File: config.mk
export PLATFORM = sky130hd
export DESIGN_NAME = reg_rename_ckpt
export DESIGN_NICKNAME = d
export VERILOG_FILES = /design/src/rtl/rn_pkg.sv /design/src/rtl/rn_free_list.sv /design/src/rtl/rn_map_table.sv /design/src/rtl/rn_window.sv /design/src/rtl/reg_rename_ckpt.sv
export SDC_FILE = /design/constraint.sdc
export NUM_CORES = 2
export LEC_CHECK = 0
export BUFFER_PORTS_ARGS = -buffer_cell sky130_fd_sc_hd__clkbuf_2
export CORE_MARGIN = 1
export CORE_UTILIZATION = 35
export CTS_BUF_LIST = sky130_fd_sc_hd__clkbuf_4 sky130_fd_sc_hd__clkbuf_8
export CTS_CLUSTER_SIZE = 28
export DETAILED_ROUTE_END_ITERATION = 10
export PLACE_DENSITY = 0.48
export SLEW_MARGIN = 20
export SYNTH_ARGS = -nofsm -noshare
export SYNTH_HDL_FRONTEND = slang
export SYNTH_SLANG_ARGS = --single-unit
File: constraint.sdc
create_clock -name clk -period 6.5 [get_ports clk]
set_clock_uncertainty 0.1 [all_clocks]
set_input_delay 1.3 -clock clk [delete_from_list [all_inputs] [get_ports clk]]
set_output_delay 1.3 -clock clk [all_outputs]
set_load 0.03 [all_outputs]
File: src/rtl/rn_pkg.sv
// Package: shared sizing constants for the rename map.
// Assumes power-of-two counts. The pool holds at least as many physical
// registers as there are architectural registers plus window slots.
package rn_pkg;
    localparam int RN_NUM_ARCH  = 16;
    localparam int RN_NUM_PHYS  = 32;
    localparam int RN_WIN_DEPTH = 16;
    localparam int RN_AW        = $clog2(RN_NUM_ARCH);
    localparam int RN_PW        = $clog2(RN_NUM_PHYS);
    localparam int RN_TW        = $clog2(RN_WIN_DEPTH);
endpackage

File: src/rtl/rn_free_list.sv
// Module: pool of unused physical registers, kept as one bit per register.
// Hands out the lowest-numbered free register and takes back a mask of
// released registers each cycle.
// Assumes the caller never allocates from an empty pool and never releases
// a register that is already free.
module rn_free_list #(
    parameter int NP = 32,
    parameter int NA = 16,
    localparam int PW = $clog2(NP)
) (
    input  logic          clk,
    input  logic          rst_n,
    input  logic          alloc_en,
    input  logic [NP-1:0] release_mask,
    output logic          any_free,
    output logic [PW-1:0] alloc_idx
);
    logic [NP-1:0] free_q;
    logic [NP-1:0] alloc_onehot;

    // Pick the lowest-numbered free register.
    always_comb begin
        alloc_idx = '0;
        for (int i = NP - 1; i >= 0; i--) begin
            if (free_q[i]) alloc_idx = PW'(i);
        end
    end

    assign any_free     = |free_q;
    assign alloc_onehot = alloc_en ? (NP'(1) << alloc_idx) : '0;

    // Update the pool: clear the allocated bit, set the released bits.
    always_ff @(posedge clk) begin
        if (!rst_n) begin
            for (int i = 0; i < NP; i++) free_q[i] <= (i >= NA);
        end else begin
            free_q <= (free_q & ~alloc_onehot) | release_mask;
        end
    end

    AST_NO_DOUBLE_FREE: assert property (@(posedge clk) disable iff (!rst_n)
        (release_mask & free_q) == '0);
    AST_ALLOC_NONEMPTY: assert property (@(posedge clk) disable iff (!rst_n)
        alloc_en |-> any_free);
endmodule

File: src/rtl/rn_map_table.sv
// Module: current architectural-to-physical map plus one full map copy per
// window slot.
// Each accepted instruction saves the map in effect before its own update.
// A restore reloads the copy saved for the named slot.
// Assumes restore and write are never requested in the same cycle.
module rn_map_table #(
    parameter int NA  = 16,
    parameter int NP  = 32,
    parameter int WIN = 16,
    localparam int AW = $clog2(NA),
    localparam int PW = $clog2(NP),
    localparam int TW = $clog2(WIN)
) (
    input  logic          clk,
    input  logic          rst_n,
    input  logic          wr_en,
    input  logic [TW-1:0] wr_tag,
    input  logic          wr_has_dst,
    input  logic [AW-1:0] wr_dst,
    input  logic [PW-1:0] wr_phys,
    input  logic [AW-1:0] rd_a,
    input  logic [AW-1:0] rd_b,
    output logic [PW-1:0] phys_a,
    output logic [PW-1:0] phys_b,
    output logic [PW-1:0] phys_old,
    input  logic          restore_en,
    input  logic [TW-1:0] restore_tag
);
    typedef logic [NA-1:0][PW-1:0] map_t;

    map_t map_q;
    map_t snap_q [WIN];

    // Look up sources and the old destination mapping.
    assign phys_a   = map_q[rd_a];
    assign phys_b   = map_q[rd_b];
    assign phys_old = map_q[wr_dst];

    // Maintain the live map: identity at reset, rollback on squash, update on rename.
    always_ff @(posedge clk) begin
        if (!rst_n) begin
            for (int i = 0; i < NA; i++) map_q[i] <= PW'(i);
        end else if (restore_en) begin
            map_q <= snap_q[restore_tag];
        end else if (wr_en && wr_has_dst) begin
            map_q[wr_dst] <= wr_phys;
        end
    end

    // Save the pre-rename map for the accepted slot.
    always_ff @(posedge clk) begin
        if (wr_en) snap_q[wr_tag] <= map_q;
    end

    AST_RESTORE_SNAPSHOT: assert property (@(posedge clk) disable iff (!rst_n)
        restore_en |=> map_q == $past(snap_q[restore_tag]));
endmodule

File: src/rtl/rn_window.sv
// Module: per-slot in-flight bookkeeping for the rename map.
// Each slot keeps its busy bit, destination flag, new register and stale
// register. The module also tracks the slot after the youngest rename, and
// it builds the mask of registers to release on retire and on squash.
// Assumes tags are allocated in circular order and retire names a busy slot.
module rn_window #(
    parameter int NP  = 32,
    parameter int WIN = 16,
    localparam int PW = $clog2(NP),
    localparam int TW = $clog2(WIN)
) (
    input  logic           clk,
    input  logic           rst_n,
    input  logic           alloc_en,
    input  logic [TW-1:0]  alloc_tag,
    input  logic           alloc_has_dst,
    input  logic [PW-1:0]  alloc_phys,
    input  logic [PW-1:0]  alloc_stale,
    input  logic           ret_en,
    input  logic [TW-1:0]  ret_tag,
    input  logic           sq_en,
    input  logic [TW-1:0]  sq_tag,
    output logic [WIN-1:0] busy,
    output logic [NP-1:0]  release_mask
);
    logic [WIN-1:0] valid_q;
    logic [WIN-1:0] dst_q;
    logic [PW-1:0]  newp_q   [WIN];
    logic [PW-1:0]  stalep_q [WIN];
    logic [TW-1:0]  tail_q;
    logic [TW-1:0]  span;
    logic [WIN-1:0] squashed;

    assign busy = valid_q;
    assign span = tail_q - sq_tag;

    // Mark the busy slots that lie between the squash tag and the youngest rename.
    always_comb begin
        for (int i = 0; i < WIN; i++) begin
            squashed[i] = sq_en && valid_q[i] &&
                          ((span == '0) || ((TW'(i) - sq_tag) < span));
        end
    end

    // Gather registers to return: stale of the retiring slot, new of squashed slots.
    always_comb begin
        release_mask = '0;
        if (ret_en && valid_q[ret_tag] && dst_q[ret_tag] && !squashed[ret_tag])
            release_mask[stalep_q[ret_tag]] = 1'b1;
        for (int i = 0; i < WIN; i++) begin
            if (squashed[i] && dst_q[i]) release_mask[newp_q[i]] = 1'b1;
        end
    end

    // Track slot occupancy and the slot after the youngest rename.
    always_ff @(posedge clk) begin
        if (!rst_n) begin
            valid_q <= '0;
            tail_q  <= '0;
        end else begin
            for (int i = 0; i < WIN; i++) begin
                if (squashed[i]) valid_q[i] <= 1'b0;
            end
            if (ret_en) valid_q[ret_tag] <= 1'b0;
            if (alloc_en) begin
                valid_q[alloc_tag] <= 1'b1;
                tail_q             <= alloc_tag + 1'b1;
            end
            if (sq_en) tail_q <= sq_tag;
        end
    end

    // Record the register payload of the accepted slot.
    always_ff @(posedge clk) begin
        if (alloc_en) begin
            dst_q[alloc_tag]    <= alloc_has_dst;
            newp_q[alloc_tag]   <= alloc_phys;
            stalep_q[alloc_tag] <= alloc_stale;
        end
    end

    AST_RETIRE_BUSY: assert property (@(posedge clk) disable iff (!rst_n)
        ret_en |-> valid_q[ret_tag]);
    AST_ALLOC_IDLE_SLOT: assert property (@(posedge clk) disable iff (!rst_n)
        alloc_en |-> !valid_q[alloc_tag]);
    AST_SQUASH_FREES_SLOT: assert property (@(posedge clk) disable iff (!rst_n)
        sq_en && !alloc_en |=> !valid_q[$past(sq_tag)]);
endmodule

File: src/rtl/reg_rename_ckpt.sv
// Module: top of the rename map.
// Accepts one rename request per cycle. Stalls on a busy slot, an empty
// pool or a squash. Wires together the pool, the map with its copies and
// the in-flight window.
// Assumes the caller issues tags in circular program order.
module reg_rename_ckpt
    import rn_pkg::*;
#(
    parameter int NUM_ARCH = RN_NUM_ARCH,
    parameter int NUM_PHYS = RN_NUM_PHYS,
    parameter int WIN      = RN_WIN_DEPTH,
    localparam int AW = $clog2(NUM_ARCH),
    localparam int PW = $clog2(NUM_PHYS),
    localparam int TW = $clog2(WIN)
) (
    input  logic          clk,
    input  logic          rst_n,
    input  logic          ren_valid,
    input  logic [TW-1:0] ren_tag,
    input  logic          ren_has_dst,
    input  logic [AW-1:0] ren_dst,
    input  logic [AW-1:0] ren_src_a,
    input  logic [AW-1:0] ren_src_b,
    output logic          ren_ready,
    output logic [PW-1:0] ren_phys_dst,
    output logic [PW-1:0] ren_phys_a,
    output logic [PW-1:0] ren_phys_b,
    output logic [PW-1:0] ren_stale,
    input  logic          ret_valid,
    input  logic [TW-1:0] ret_tag,
    input  logic          sq_valid,
    input  logic [TW-1:0] sq_tag
);
    logic                any_free;
    logic                fire;
    logic [WIN-1:0]      slot_busy;
    logic [NUM_PHYS-1:0] release_mask;

    // Accept when no squash, slot idle, and a register exists if one is needed.
    assign ren_ready = !sq_valid && !slot_busy[ren_tag] && (!ren_has_dst || any_free);
    assign fire      = ren_valid && ren_ready;

    rn_free_list #(.NP(NUM_PHYS), .NA(NUM_ARCH)) u_pool (
        .clk          (clk),
        .rst_n        (rst_n),
        .alloc_en     (fire && ren_has_dst),
        .release_mask (release_mask),
        .any_free     (any_free),
        .alloc_idx    (ren_phys_dst)
    );

    rn_map_table #(.NA(NUM_ARCH), .NP(NUM_PHYS), .WIN(WIN)) u_map (
        .clk         (clk),
        .rst_n       (rst_n),
        .wr_en       (fire),
        .wr_tag      (ren_tag),
        .wr_has_dst  (ren_has_dst),
        .wr_dst      (ren_dst),
        .wr_phys     (ren_phys_dst),
        .rd_a        (ren_src_a),
        .rd_b        (ren_src_b),
        .phys_a      (ren_phys_a),
        .phys_b      (ren_phys_b),
        .phys_old    (ren_stale),
        .restore_en  (sq_valid),
        .restore_tag (sq_tag)
    );

    rn_window #(.NP(NUM_PHYS), .WIN(WIN)) u_win (
        .clk           (clk),
        .rst_n         (rst_n),
        .alloc_en      (fire),
        .alloc_tag     (ren_tag),
        .alloc_has_dst (ren_has_dst),
        .alloc_phys    (ren_phys_dst),
        .alloc_stale   (ren_stale),
        .ret_en        (ret_valid),
        .ret_tag       (ret_tag),
        .sq_en         (sq_valid),
        .sq_tag        (sq_tag),
        .busy          (slot_busy),
        .release_mask  (release_mask)
    );

    AST_DST_FRESH: assert property (@(posedge clk) disable iff (!rst_n)
        fire && ren_has_dst |-> (ren_phys_dst != ren_phys_a) &&
        (ren_phys_dst != ren_phys_b) && (ren_phys_dst != ren_stale));
endmodule

==> impl_metrics.json <==
{
  "rsz0062_at_grt": "false",
  "drv_slew": 0,
  "grtUsageMet1_pct": 31.5,
  "regArea_um2": 46400,
  "drt_iter0_drc": 4511,
  "drc": 0,
  "synth-seq-cells": 1588,
  "pin_count": 51,
  "tns_ns": 0,
  "synthSimpleGateAreaFrac_pct": 7.08,
  "status": "finished clean",
  "grt_overflow_total": 0,
  "fin_nets": 4310,
  "max_freq_ghz": 0.188,
  "syn_to_final_growth_pct": 14.2,
  "clockBufferDepth": 4,
  "crit_required_ns": 5.10,
  "dieArea_um2": 199000,
  "synthesis.instances": 3987,
  "drt.antenna.violating_nets": 0,
  "clock_sinks": 1588,
  "die_h_um": 446,
  "post_cts_resized": 0,
  "postSynthAreaPerCell_um2": 17.3,
  "hp-class": "flip-flop to flip-flop",
  "wirelength_mm": 233,
  "grtUsageTotal_pct": 23.3,
  "path_class": "flip-flop to primary output",
  "grt_use_met3_pct": 4.19,
  "place_ws_ns": 0.529,
  "start_kind": "flip-flop",
  "cts_root_buf": "clkbuf_8",
  "min_period_ns": 5.31,
  "hpwl_mm": 146,
  "post_drt_via_cell_ratio": 5.89,
  "final_cells": 7087,
  "cts_tree": "built",
  "synth-seq-area-share_pct": 67.3,
  "die-width_um": 446,
  "start_util_pct": 35.3,
  "cts_buffers": 292,
  "gp_congestion": 1.02,
  "synth_edf_count": 1456,
  "synth.distinct_cells": 97,
  "relSlewSlack_pct": 30.0,
  "clk_pin_slew_ns": 0.06,
  "postCtsHoldBufs": 0,
  "synth_area_um2": 68900,
  "cts_setup_buffers": 0,
  "async_reset_ff_share_pct": 0,
  "rows": 162,
  "h-tree-depth": 5,
  "num_vias": 41700,
  "yosysWarnings": 0,
  "cp-end-kind": "primary output",
  "multi_input_area_um2": 21500,
  "irDropWorstVdd_mv": 0.166,
  "fin_crit_sh_pct": 81.7,
  "power.leakage_nw": 24.7,
  "grt_pass1_wl_mm": 328,
  "core-area_um2": 195000,
  "synthXorXnorAreaFrac_pct": 0.127,
  "synth_compound_area_share_pct": 6.61,
  "synth_top_family_by_area": "multiplexers",
  "grtUsageMet2_pct": 36.9,
  "n_fill_cell": 17700,
  "holdWs_ns": 0.537,
  "dr.pass1.iters": 6,
  "syn_nets": 4048,
  "synthAdderAreaFrac_pct": 0.574,
  "max_cap_violations": 0,
  "antenna_found_initial": 16,
  "routedWlPerCell_um": 32.9,
  "grt_max_degree": 106,
  "yosys-mux-area-fraction_pct": 16.7,
  "setup_viol": 0,
  "synth_flop_cell": "edfxtp_1",
  "first_global_vias": 42200,
  "hold_viol_final": 0,
  "io_buffers": 50,
  "setup_ws_ns": 1.19,
  "tightest_slew_ns": 1.04,
  "path_max_fanout": 25,
  "placed_cells": 6579,
  "powerDensity_nw_per_um2": 287,
  "busiest_layer": "met2",
  "finish.utilization_pct": 40.3,
  "arrival_ns": 3.91,
  "drive_gt1_share_pct": 27.4,
  "worstSkewPairLatency_ns": 1.04
}
critical path, cell delays in order, from the launching register on:
cell	delay, ns
dfxtp_1	0.42
nor4_1	0.92
and3_1	0.51
nor2b_4	0.22
buf_4	0.49
clkbuf_2	0.31
kinds of logic (layout without fill, tap and decap cells):
group / after synthesis / in the layout
flip-flops: 1588 / 1588
AND/OR/NAND/NOR: 944 / 944
AO/OA/AOI/OAI: 607 / 607
multiplexers: 517 / 517
buffers and inverters: 290 / 763
adder cells (fa/ha/maj): 31 / 31
XOR/XNOR: 10 / 10
other: 0 / 3
synth_stat cells (43+ instances only):
library cell / number / share of area [%]
o21ai_0: 63 / 0.46
edfxtp_1: 1456 / 63
dfxtp_1: 132 / 3.8
clkbuf_1: 160 / 0.87
nor3_1: 70 / 0.51
nor2_1: 176 / 0.96
a21oi_1: 50 / 0.36
o22ai_1: 71 / 0.64
mux4_2: 504 / 16
inv_1: 60 / 0.33
nand3_1: 96 / 0.70
nand2_1: 251 / 1.4
nor2b_1: 43 / 0.39
buf_1: 46 / 0.25
a22oi_1: 62 / 0.68
a21boi_0: 52 / 0.57
cell usage in the layout (no fill, tap or decap), drive strengths merged, types with 18 or more instances in the layout:
master and n:
a22oi 62, and3 38, ha 30, nor4 30, nand2 252, nor2 177, nor3b 36, nor2b 43
edfxtp 1456, dfxtp 132, o31ai 22, o21a 26, nand2b 29, a221o 28, nand4 33, buf 152
a22o 18, clkinv 88, inv 62, o221ai 25, o21ai 66, nand3b 34, a21oi 53, o211ai 26
mux4 504, a21boi 53, a211oi 25, or3 21, o22ai 71, clkbuf 452, nand3 97, nor3 70
sequential cells by signal, indices dropped and copies added, names as in the netlist:
name and cells:
u_win.stalep_q 80, u_win.newp_q 80, u_map.map_q 80, u_win.busy 16, u_map.snap_q 1280, u_win.tail_q 4
u_pool.free_q 32, u_win.dst_q 16
path summary, 6_finish.rpt:
check	from	endpoint	slack, ns	cells past startpoint
worst max-delay path	u_pool.free_q[4]	ren_phys_dst[4]	1.19	5
worst min-delay path	u_pool.free_q[17]	u_pool.free_q[17]	0.54	3
worst max register to register	u_win.tail_q[0]	u_pool.free_q[26]	1.46	15
worst min register to register	u_pool.free_q[17]	u_pool.free_q[17]	0.54	3
layout make-up:
class                      instances  area share (%)
clock inverter                    97           0.653
inverter                          62           0.296
timing repair buffer             196            2.23
sequential                      1588            58.9
tap                             2624            4.17
antenna                            3         0.00954
clock buffer                     408            6.39
multi-input combinational       2109            27.3
layer usage:
metal | vias to the layer above | share of wire [%]
met5 | - | 0.0090
met2 | 1812 | 47
met3 | 558 | 6.4
li1 | 17200 | -
met1 | 22100 | 42
met4 | 4 | 4.4
through the flow:
| stage | cell area, µm² | total power [mW] |
|---|---|---|
| global placement | 73100 | 13.5 |
| floorplan | 68900 | 12.8 |
| global route | 78700 | 23.3 |
| finish | 78700 | 22.5 |
| detailed placement | 73100 | 13.5 |
| CTS | 78700 | 22.8 |
power breakdown:
group / switching (mW) / internal [mW]
registers: 0.266 / 11.4
clock network: 4.16 / 5.09
logic: 1.04 / 0.634
Note: power is estimated with default switching activity, not from simulation.
